--- src/rtl/su_filt_pkg.sv ---
package su_filt_pkg;

    typedef enum logic [1:0] {
        RPT_FRESH = 2'd0,
        RPT_ONCE  = 2'd1,
        RPT_TWICE = 2'd2
    } rpt_state_e;

    typedef struct packed {
        logic valid;
        logic deliver;
        logic drop_dup;
        logic drop_short;
        logic efsu_inc;
    } su_verdict_t;

endpackage

--- src/rtl/su_frame_classify.sv ---
module su_frame_classify #(
    parameter int HDR_OCTETS  = 5,
    parameter int LEN_W       = 9,
    parameter int LI_OCTET    = 2,
    parameter int LI_W        = 6,
    parameter int MIN_LEN     = 5,
    parameter int FILT_LI_MAX = 2,
    parameter int BASE_CMP    = 3,
    parameter int CNT_W       = $clog2(HDR_OCTETS + 1)
) (
    input  logic [8*HDR_OCTETS-1:0] hdr,
    input  logic [LEN_W-1:0]        len,
    input  logic                    err,
    input  logic                    filt_en,
    output logic                    is_short,
    output logic                    filterable,
    output logic [CNT_W-1:0]        cmp_len
);

    localparam int LI_LSB = 8 * LI_OCTET;

    logic [LI_W-1:0] li;

    always_comb begin
        li         = hdr[LI_LSB +: LI_W];
        is_short   = (len < LEN_W'(MIN_LEN));
        filterable = filt_en && !err && (li <= LI_W'(FILT_LI_MAX));
        if (li <= LI_W'(FILT_LI_MAX)) begin
            cmp_len = CNT_W'(BASE_CMP) + CNT_W'(li);
        end else begin
            cmp_len = CNT_W'(HDR_OCTETS);
        end
    end

endmodule

--- src/rtl/su_hdr_compare.sv ---
module su_hdr_compare #(
    parameter int HDR_OCTETS = 5,
    parameter int CNT_W      = $clog2(HDR_OCTETS + 1)
) (
    input  logic [8*HDR_OCTETS-1:0] cur_hdr,
    input  logic [8*HDR_OCTETS-1:0] prev_hdr,
    input  logic                    prev_valid,
    input  logic [8*HDR_OCTETS-1:0] mask,
    input  logic [CNT_W-1:0]        cmp_len,
    output logic                    match
);

    logic [HDR_OCTETS-1:0] octet_ok;

    for (genvar i = 0; i < HDR_OCTETS; i++) begin : g_octet
        logic in_window;
        logic differs;
        always_comb begin
            in_window   = (CNT_W'(i) < cmp_len);
            differs     = |((cur_hdr[8*i +: 8] ^ prev_hdr[8*i +: 8]) & mask[8*i +: 8]);
            octet_ok[i] = !in_window || !differs;
        end
    end

    always_comb begin
        match = prev_valid && (&octet_ok);
    end

endmodule

--- src/rtl/su_repeat_fsm.sv ---
module su_repeat_fsm
    import su_filt_pkg::*;
#(
    parameter int HDR_OCTETS = 5
) (
    input  logic                    clk,
    input  logic                    rst_n,
    input  logic                    fr_valid,
    input  logic [8*HDR_OCTETS-1:0] fr_hdr,
    input  logic                    fr_err,
    input  logic                    is_short,
    input  logic                    filterable,
    input  logic                    match,
    input  logic                    rearm,
    output logic [8*HDR_OCTETS-1:0] prev_hdr,
    output logic                    prev_valid,
    output su_verdict_t             verdict
);

    localparam int HDR_W = 8 * HDR_OCTETS;

    typedef struct packed {
        rpt_state_e       st;
        logic [HDR_W-1:0] prev;
        logic             pv;
        su_verdict_t      vd;
    } fsm_regs_t;

    fsm_regs_t  r_q;
    fsm_regs_t  r_d;
    rpt_state_e st_eff;

    always_comb begin
        r_d    = r_q;
        r_d.vd = '0;
        st_eff = rearm ? RPT_FRESH : r_q.st;
        r_d.st = st_eff;
        if (fr_valid) begin
            r_d.vd.valid = 1'b1;
            if (is_short) begin
                r_d.vd.drop_short = 1'b1;
            end else begin
                r_d.vd.efsu_inc = !fr_err;
                r_d.prev        = fr_hdr;
                r_d.pv          = 1'b1;
                if (!filterable || !match) begin
                    r_d.st         = RPT_FRESH;
                    r_d.vd.deliver = 1'b1;
                end else begin
                    unique case (st_eff)
                        RPT_FRESH: begin
                            r_d.st         = RPT_ONCE;
                            r_d.vd.deliver = 1'b1;
                        end
                        RPT_ONCE: begin
                            r_d.st         = RPT_TWICE;
                            r_d.vd.deliver = 1'b1;
                        end
                        default: begin
                            r_d.st          = RPT_TWICE;
                            r_d.vd.drop_dup = 1'b1;
                        end
                    endcase
                end
            end
        end
    end

    always_ff @(posedge clk or negedge rst_n) begin
        if (!rst_n) begin
            r_q.st   <= RPT_FRESH;
            r_q.prev <= '0;
            r_q.pv   <= 1'b0;
            r_q.vd   <= '0;
        end else begin
            r_q <= r_d;
        end
    end

    assign prev_hdr   = r_q.prev;
    assign prev_valid = r_q.pv;
    assign verdict    = r_q.vd;

    // the count never jumps straight from 0 to 2
    p_no_skip_r5: assert property (@(posedge clk) disable iff (!rst_n)
        r_q.st == RPT_FRESH |=> r_q.st != RPT_TWICE);

    // a duplicate drop needs the count already at 2
    p_drop_needs_twice_r5: assert property (@(posedge clk) disable iff (!rst_n)
        (fr_valid && !rearm && r_q.st != RPT_TWICE) |=> !r_q.vd.drop_dup);

    // re-arm without a frame leaves the count at 0
    p_rearm_clears_r10: assert property (@(posedge clk) disable iff (!rst_n)
        (rearm && !fr_valid) |=> r_q.st == RPT_FRESH);

    // short frames touch neither count nor stored header
    p_short_keeps_state_r2: assert property (@(posedge clk) disable iff (!rst_n)
        (fr_valid && is_short && !rearm) |=> ($stable(r_q.st) && $stable(r_q.prev)));

endmodule

--- src/rtl/su_repeat_filter.sv ---
module su_repeat_filter
    import su_filt_pkg::*;
#(
    parameter int HDR_OCTETS  = 5,
    parameter int LEN_W       = 9,
    parameter int LI_OCTET    = 2,
    parameter int LI_W        = 6,
    parameter int MIN_LEN     = 5,
    parameter int FILT_LI_MAX = 2,
    parameter int BASE_CMP    = 3
) (
    input  logic                        clk,
    input  logic                        rst_n,
    input  logic                        cfg_filt_en,
    input  logic [31:0]                 cfg_mask_lo,
    input  logic [8*HDR_OCTETS-33:0]    cfg_mask_hi,
    input  logic                        cmd_rearm,
    input  logic                        fr_valid,
    input  logic [8*HDR_OCTETS-1:0]     fr_hdr,
    input  logic [LEN_W-1:0]            fr_len,
    input  logic                        fr_err,
    output logic                        dec_valid,
    output logic                        dec_deliver,
    output logic                        dec_drop_dup,
    output logic                        dec_drop_short,
    output logic                        efsu_inc
);

    localparam int HDR_W  = 8 * HDR_OCTETS;
    localparam int CNT_W  = $clog2(HDR_OCTETS + 1);
    localparam int LI_LSB = 8 * LI_OCTET;

    logic             is_short;
    logic             filterable;
    logic [CNT_W-1:0] cmp_len;
    logic [HDR_W-1:0] prev_hdr;
    logic             prev_valid;
    logic             match;
    logic [HDR_W-1:0] mask_all;
    su_verdict_t      verdict;

    assign mask_all = {cfg_mask_hi, cfg_mask_lo};

    su_frame_classify #(
        .HDR_OCTETS (HDR_OCTETS),
        .LEN_W      (LEN_W),
        .LI_OCTET   (LI_OCTET),
        .LI_W       (LI_W),
        .MIN_LEN    (MIN_LEN),
        .FILT_LI_MAX(FILT_LI_MAX),
        .BASE_CMP   (BASE_CMP),
        .CNT_W      (CNT_W)
    ) u_classify (
        .hdr       (fr_hdr),
        .len       (fr_len),
        .err       (fr_err),
        .filt_en   (cfg_filt_en),
        .is_short  (is_short),
        .filterable(filterable),
        .cmp_len   (cmp_len)
    );

    su_hdr_compare #(
        .HDR_OCTETS(HDR_OCTETS),
        .CNT_W     (CNT_W)
    ) u_compare (
        .cur_hdr   (fr_hdr),
        .prev_hdr  (prev_hdr),
        .prev_valid(prev_valid),
        .mask      (mask_all),
        .cmp_len   (cmp_len),
        .match     (match)
    );

    su_repeat_fsm #(
        .HDR_OCTETS(HDR_OCTETS)
    ) u_fsm (
        .clk       (clk),
        .rst_n     (rst_n),
        .fr_valid  (fr_valid),
        .fr_hdr    (fr_hdr),
        .fr_err    (fr_err),
        .is_short  (is_short),
        .filterable(filterable),
        .match     (match),
        .rearm     (cmd_rearm),
        .prev_hdr  (prev_hdr),
        .prev_valid(prev_valid),
        .verdict   (verdict)
    );

    assign dec_valid      = verdict.valid;
    assign dec_deliver    = verdict.deliver;
    assign dec_drop_dup   = verdict.drop_dup;
    assign dec_drop_short = verdict.drop_short;
    assign efsu_inc       = verdict.efsu_inc;

    // a decision carries exactly one outcome
    p_one_outcome_r1: assert property (@(posedge clk) disable iff (!rst_n)
        dec_valid |-> $onehot({dec_deliver, dec_drop_dup, dec_drop_short}));

    // no decision without a frame one clock earlier
    p_no_stray_r1: assert property (@(posedge clk) disable iff (!rst_n)
        !fr_valid |=> !dec_valid);

    // short frames are rejected and not counted
    p_short_drop_r2: assert property (@(posedge clk) disable iff (!rst_n)
        (fr_valid && fr_len < LEN_W'(MIN_LEN)) |=> (dec_drop_short && !efsu_inc));

    // errored frames always delivered, never counted
    p_err_delivered_r7: assert property (@(posedge clk) disable iff (!rst_n)
        (fr_valid && fr_err && fr_len >= LEN_W'(MIN_LEN)) |=> (dec_deliver && !efsu_inc));

    // longer length indicators bypass the filter
    p_msu_delivered_r8: assert property (@(posedge clk) disable iff (!rst_n)
        (fr_valid && fr_len >= LEN_W'(MIN_LEN) && fr_hdr[LI_LSB +: LI_W] > LI_W'(FILT_LI_MAX))
        |=> dec_deliver);

    // disabled filter delivers everything long enough
    p_disabled_delivers_r9: assert property (@(posedge clk) disable iff (!rst_n)
        (fr_valid && !cfg_filt_en && fr_len >= LEN_W'(MIN_LEN)) |=> dec_deliver);

    // dropped duplicates are still counted as error-free
    p_dup_counted_r11: assert property (@(posedge clk) disable iff (!rst_n)
        dec_drop_dup |-> efsu_inc);

endmodule

--- config.mk ---
export PLATFORM = sky130hd
export DESIGN_NAME = su_repeat_filter
export DESIGN_NICKNAME = d
export VERILOG_FILES = /design/src/rtl/su_filt_pkg.sv /design/src/rtl/su_frame_classify.sv /design/src/rtl/su_hdr_compare.sv /design/src/rtl/su_repeat_fsm.sv /design/src/rtl/su_repeat_filter.sv
export SDC_FILE = /design/constraint.sdc
export NUM_CORES = 1
export LEC_CHECK = 0
export ABC_AREA = 1
export BUFFER_PORTS_ARGS = -buffer_cell sky130_fd_sc_hd__buf_2
export CELL_PAD_IN_SITES_DETAIL_PLACEMENT = 2
export CELL_PAD_IN_SITES_GLOBAL_PLACEMENT = 2
export CORE_ASPECT_RATIO = 0.75
export CORE_MARGIN = 4
export CORE_UTILIZATION = 28
export CTS_BUF_LIST = sky130_fd_sc_hd__clkbuf_8
export DETAILED_ROUTE_END_ITERATION = 16
export PLACE_DENSITY = 0.82
export SETUP_SLACK_MARGIN = 0.4
export SYNTH_ARGS = -nofsm -noshare
export SYNTH_HDL_FRONTEND = slang
export SYNTH_SLANG_ARGS = --single-unit
--- constraint.sdc ---
create_clock -name clk -period 1.55 [get_ports clk]
set_input_delay 0 -clock clk [delete_from_list [all_inputs] [get_ports clk]]
set_output_delay 0 -clock clk [all_outputs]
set_load 0.05 [all_outputs]
Word-level counts from Yosys, hierarchy flattened

Index checks and enable logic that the tools add are counted.

Register bits: 48
Bits in latches: 0
RAM bits: 0
ROM bits: 0
Input bits: 95
Output and inout bits: 5
Memories kept: 0

$add $sub $neg: 1
Multipliers: 0
Divide/modulo/power cells: 0
Magnitude comparators: 7
Eq/ne operators: 1
Shifts and indexed selects: 0
Mux-type cells: 13
Bitwise operators: 11
Reduce and logical (&&, ||, !) cells: 31

Operator list:

| cell                                                                              | count |
|---|---|
| 48-bit 2-to-1 mux                                                                 | 1 |
| 43-bit 2-to-1 mux                                                                 | 1 |
| 8-bit AND                                                                         | 5 |
| 8-bit OR reduction                                                                | 5 |
| 8-bit XOR                                                                         | 5 |
| 1-bit zero test                                                                   | 13 |
| 9-bit by 3-bit less-than comparator with 1-bit output (second input constant)     | 1 |
| 2-bit 2-to-1 mux                                                                  | 4 |
| 6-bit by 2-bit less-or-equal comparator with 1-bit output (second input constant) | 1 |
| 1-bit logical OR                                                                  | 6 |
| 1-bit by 3-bit less-than comparator with 1-bit output (first input constant)      | 2 |
| 2-bit by 3-bit less-than comparator with 1-bit output (first input constant)      | 2 |
| 1-bit 2-to-1 mux                                                                  | 6 |
| 5-bit AND reduction                                                               | 1 |
| 2-bit by 3-bit adder with 3-bit output (first input constant)                     | 1 |
| 1-bit logical AND                                                                 | 3 |
| 3-bit less-than comparator (first input constant)                                 | 1 |
| 3-bit 2-to-1 mux                                                                  | 1 |
| 2-bit by 1-bit equality test with 1-bit output (second input constant)            | 1 |
| 2-bit zero test                                                                   | 1 |
| 2-bit AND reduction                                                               | 1 |
| 2-bit OR reduction                                                                | 1 |
| 1-bit inverter                                                                    | 1 |

Logic depth before layout (Yosys ltp)

Depth after elaboration: 12
Gate-level depth with buffers: 12
Depth with buffers taken out: 12

Hierarchy

Synthesis repeated with hierarchy kept, for this count alone.

Cells, all modules: 493
Area, all modules: 3305.7 µm²

Modules (own cells, without submodules):

| module            | times used | cells each | area each (µm²) | sequential area each (µm²) |
|---|---|---|---|---|
| su_repeat_fsm     | 1          | 247        | 2264.7          | 1201.2 |
| su_hdr_compare    | 1          | 221        | 905.9           | 0.0 |
| su_frame_classify | 1          | 25         | 135.1           | 0.0 |

Least setup slack after synthesis

No wires, ideal clock.

Path kind: reg2reg
Start point: reg u_fsm.r_q (netlist bit u_fsm.prev_hdr[26])
End point: reg u_fsm.r_q (netlist bit u_fsm.verdict[3])
Library setup time: 116 ps
Data arrival time: 1152 ps
Slack: 282 ps
Stages on the path, launching flop included: 10
Buffers on the path: 0
Cells stage by stage: dfrtp_1 > or2_2 > nand3_1 > nand4_1 > nor2_1 > nand2_1 > nand2_1 > nand2_2 > nand2_1 > nand2_1

RTL lines:

| element                | RTL line            | text |
|---|---|---|
| start, declared        | su_repeat_fsm.sv:29 | `fsm_regs_t r_q;` |
| start signal, assigned | su_repeat_fsm.sv:76 | `r_q <= r_d;` |

==> impl_results.md <==
* First-pass GRT wire length at 17,900 um
* Mean instance size in the synthesized netlist at 7.25 sq um
* Layout cells sized above 1 at 0.335
* Proportion of synthesized chip area in sequential cells at 0.407
* Post-route antenna net violation count at 0
* Clk network pwr share at 0.360
* Clock Skews at 0.00942 ns
* WL per Instance at 15.9 um
* Remaining global-route overflow at 0
* Layer carrying the most global-route usage: met2
* Worst skew pair latency at 0.31 ns
* Fill cell total of the finished layout at 1,208
* Global-route total usage across every layer at 0.180
* Number of cells in the finished layout apart from fillers at 698
* Type of element capturing the critical path: flop
* Synthesis Warnings at 0
* Instance area at placement at 3560 sq um
* Switching share of power at 0.285
* Die footprint at 12,300 sq um
* Synthesis-to-layout area growth at 45.2%
* Post-synth cell types at 22
* PnR worst setup slack at 0.114 ns
* Total internal power at 0.00254 W
* Width of the die at 127 um
* NetSw at 0.00101 W
* Pre-CTS WS at 0.0235 ns
* Sum of net half-perimeters after detailed placement at 7520 um
* Critical path peak fanout at 4
* NumNets Final at 658
* Detailed router's first-iteration violation count at 69
* Clock-pin slew of the registers on the worst-case setup and hold paths at 0.10 ns
* Worst vdd ir at 0.376 mV
* Placed cell count at 638
* Via count at 3,165
* DIE HEIGHT at 96.9 um
* Result of the run: finished clean
* Relative max-transition margin at 0.681
* Tmin final at 1.44 ns
* Top-Level Pins at 100
* Depth of the CTS H-tree at 2
* Setup CP Type: flop to flop
* Number of placement rows at 32
* Cell accounting for the most synthesized area: dfrtp_1
* Met3 demand-to-capacity share in global routing at 0.0408
* Final slew viol count at 0
* Synth top area share at 0.407
* Post-synthesis sequential element count at 48
* Ratio of routed vias to standard cells at 4.53
* Setup-violating endpoint count in the final report at 0
* Number of port buffers at 99
* Leakage dissipation at 2.32 nW
* Initial core utilization at 0.287
* Area contributors post-synth: dfrtp_1, nand2_1, inv_1, o21ai_2, nand3_1
* Global-route track usage on met1 at 0.212
* Number of clock buffers inserted by TritonCTS at 5
* Final hold vios at 0
* Count of TritonRoute iterations in the first routing pass at 4
* Class of the tightest hold or removal check: primary input to flop
* Cell count after synthesis at 407
* FF/Latch Area at 1200 sq um
* CTS sink count at 48
* Maximum Capacitance Violations at 0
* Maximum operating frequency at 697 MHz
* Multi-input combinational cell area at 1440 sq um
* Cell area after layout at 4280 sq um
* Number of diodes added for antenna fixing at 0
* Startpoint kind of the worst setup timing path: flop
* RSZ-0062 raised after global routing: true
* Maximum number of buffers from clock root to sink at 2
* Total power divided by cell area at 830 nW/um^2
* Number of nets produced by synthesis at 504
* Post-Synthesis Cell Area at 2950 sq um
* Core area at 10,300 sq um
* Number of global-route vias before repair at 3,663
* Combinational share of power at 0.237
* Final Hold Slack at 0.0441 ns
* Crit share post-route at 0.926
* Clock tree from TritonCTS: built
* Critical Path RT at 1.77 ns
* Pin count of the biggest net entering global routing at 44
* Clock Root Buffer: clkbuf_8
* Power share of the sequential group at 0.403
* Number of antenna violations at the first check in global routing at 0
* Global Route met2 Usage at 0.334
* Least-Margin Pin Slew at 0.477 ns
* Crit path DAT at 1.65 ns
* Routability congestion estimate at 0.753
* DRC violations left at 0
* Sum of routed wire length over all layers at 11,100 um
[final timing paths]
check                                   start                 end  slack [ns]  cells after the start
max                        u_fsm.prev_hdr[11]    u_fsm.verdict[3]        0.11                     11
max reg2reg                u_fsm.prev_hdr[11]    u_fsm.verdict[3]        0.11                     11
min in group asynchronous               rst_n  u_fsm.prev_hdr[25]        0.07                      2
min                                fr_hdr[18]  u_fsm.prev_hdr[18]        0.04                      3
max in group asynchronous               rst_n    u_fsm.verdict[4]        0.96                      3
min reg2reg                  u_fsm.prev_valid    u_fsm.prev_valid        0.49                      1
[power by group through the flow]
| stage | clock, W | combinational (W) | sequential (W) |
|---|---|---|---|
| 2_1_floorplan | 0 | 0.000404 | 0.00145 |
| 6_report | 0.00128 | 0.000843 | 0.00143 |
| 5_1_grt | 0.00138 | 0.000952 | 0.00145 |
| 3_5_place_dp | 0 | 0.000680 | 0.00146 |
| 3_3_place_gp | 0 | 0.000631 | 0.00145 |
| 4_1_cts | 0.00132 | 0.000793 | 0.00143 |
[final cells by class]
type                    instances  area share
clock inverters                 3      0.0210
flip-flops and latches         48       0.280
repair buffers                156       0.246
clock buffers                   5      0.0161
inverters                      70      0.0613
multi-input cells             280       0.335
well taps                     136      0.0397
[cells in the mapped netlist]
| cell type | instances |
|---|---|
| nand3_2 | 1 |
| nor4_1 | 1 |
| o21ai_0 | 9 |
| nor2_1 | 17 |
| dfrtp_1 | 48 |
| clkbuf_4 | 3 |
| nand3_1 | 41 |
| buf_8 | 1 |
| or2_2 | 3 |
| buf_12 | 4 |
| nand2_2 | 6 |
| nor4_2 | 1 |
| inv_1 | 70 |
| nand2_1 | 159 |
| a21oi_2 | 1 |
| or2_1 | 4 |
| buf_6 | 1 |
| xor2_1 | 1 |
| o21ai_2 | 30 |
| nand2_4 | 1 |
| nand4_1 | 3 |
| ha_1 | 2 |
[through the flow]
| step | TNS, ns | power, W | util |
|---|---|---|---|
| 5_1_grt | -0.0350 | 0.00378 | 0.416 |
| 6_report | 0 | 0.00355 | 0.416 |
| 3_5_place_dp | 0 | 0.00214 | 0.346 |
| 4_1_cts | 0 | 0.00354 | 0.406 |
| 2_1_floorplan | 0 | 0.00185 | - |
| 3_3_place_gp | 0 | 0.00208 | 0.346 |
[cells in the final DEF (no fill, tap or decap), types with 3 or more instances in the layout]
cell	Yosys	routed
buf_2	0	99
buf_4	0	13
bufinv_16	0	3
clkbuf_8	0	5
dfrtp_1	48	48
dlygate4sd3_1	0	42
inv_1	70	69
nand2_1	159	152
nand2_2	6	13
nand3_1	41	33
nand3_2	1	9
nand4_1	3	3
nor2_1	17	10
nor2_2	0	7
o21ai_0	9	7
o21ai_2	30	30
or2_1	4	4
[sequential cells by signal, indices dropped and copies added, names as in the netlist]
signal,count
u_fsm.prev_valid,1
u_fsm.prev_hdr,40
u_fsm.r_q,2
u_fsm.verdict,5
[logic make-up after synthesis]
logic type,count (synthesis),synth area share
adder cells (fa/ha/maj),2,0.00848
flip-flops,48,0.407
AND/OR/NAND/NOR,237,0.341
AO/OA/AOI/OAI,40,0.107
XOR/XNOR,1,0.00297
buffers and inverters,79,0.133
[worst max-delay path: stages, from the launching register on]
cell and delay, ns:
dfrtp_1 0.41, nand2_1 0.12, nand3_2 0.11, nand2_2 0.06
nor2_2 0.11, nand2_1 0.08, nand2_1 0.08, nand2_1 0.07
nor2_2 0.09, nand2_2 0.09, nand2_1 0.08, nand2_1 0.05
[repair_timing]
item / in CTS / in global routing
hold endpoints to repair: 88 / 2
hold buffers: 40 / 2
setup endpoints to repair: 4 / 4
gates resized for setup: 8 / 15
pin swaps: 12 / 10
setup buffers: 4 / 6
[layer usage]
metal	part of all wire	vias up	wire [um]
met3	0.054	9	595
met4	0.0092	0	102
met1	0.41	1537	4500
li1	-	1547	-
met2	0.53	72	5910
met5	0	-	0
Note: power is estimated with default switching activity, not from simulation.
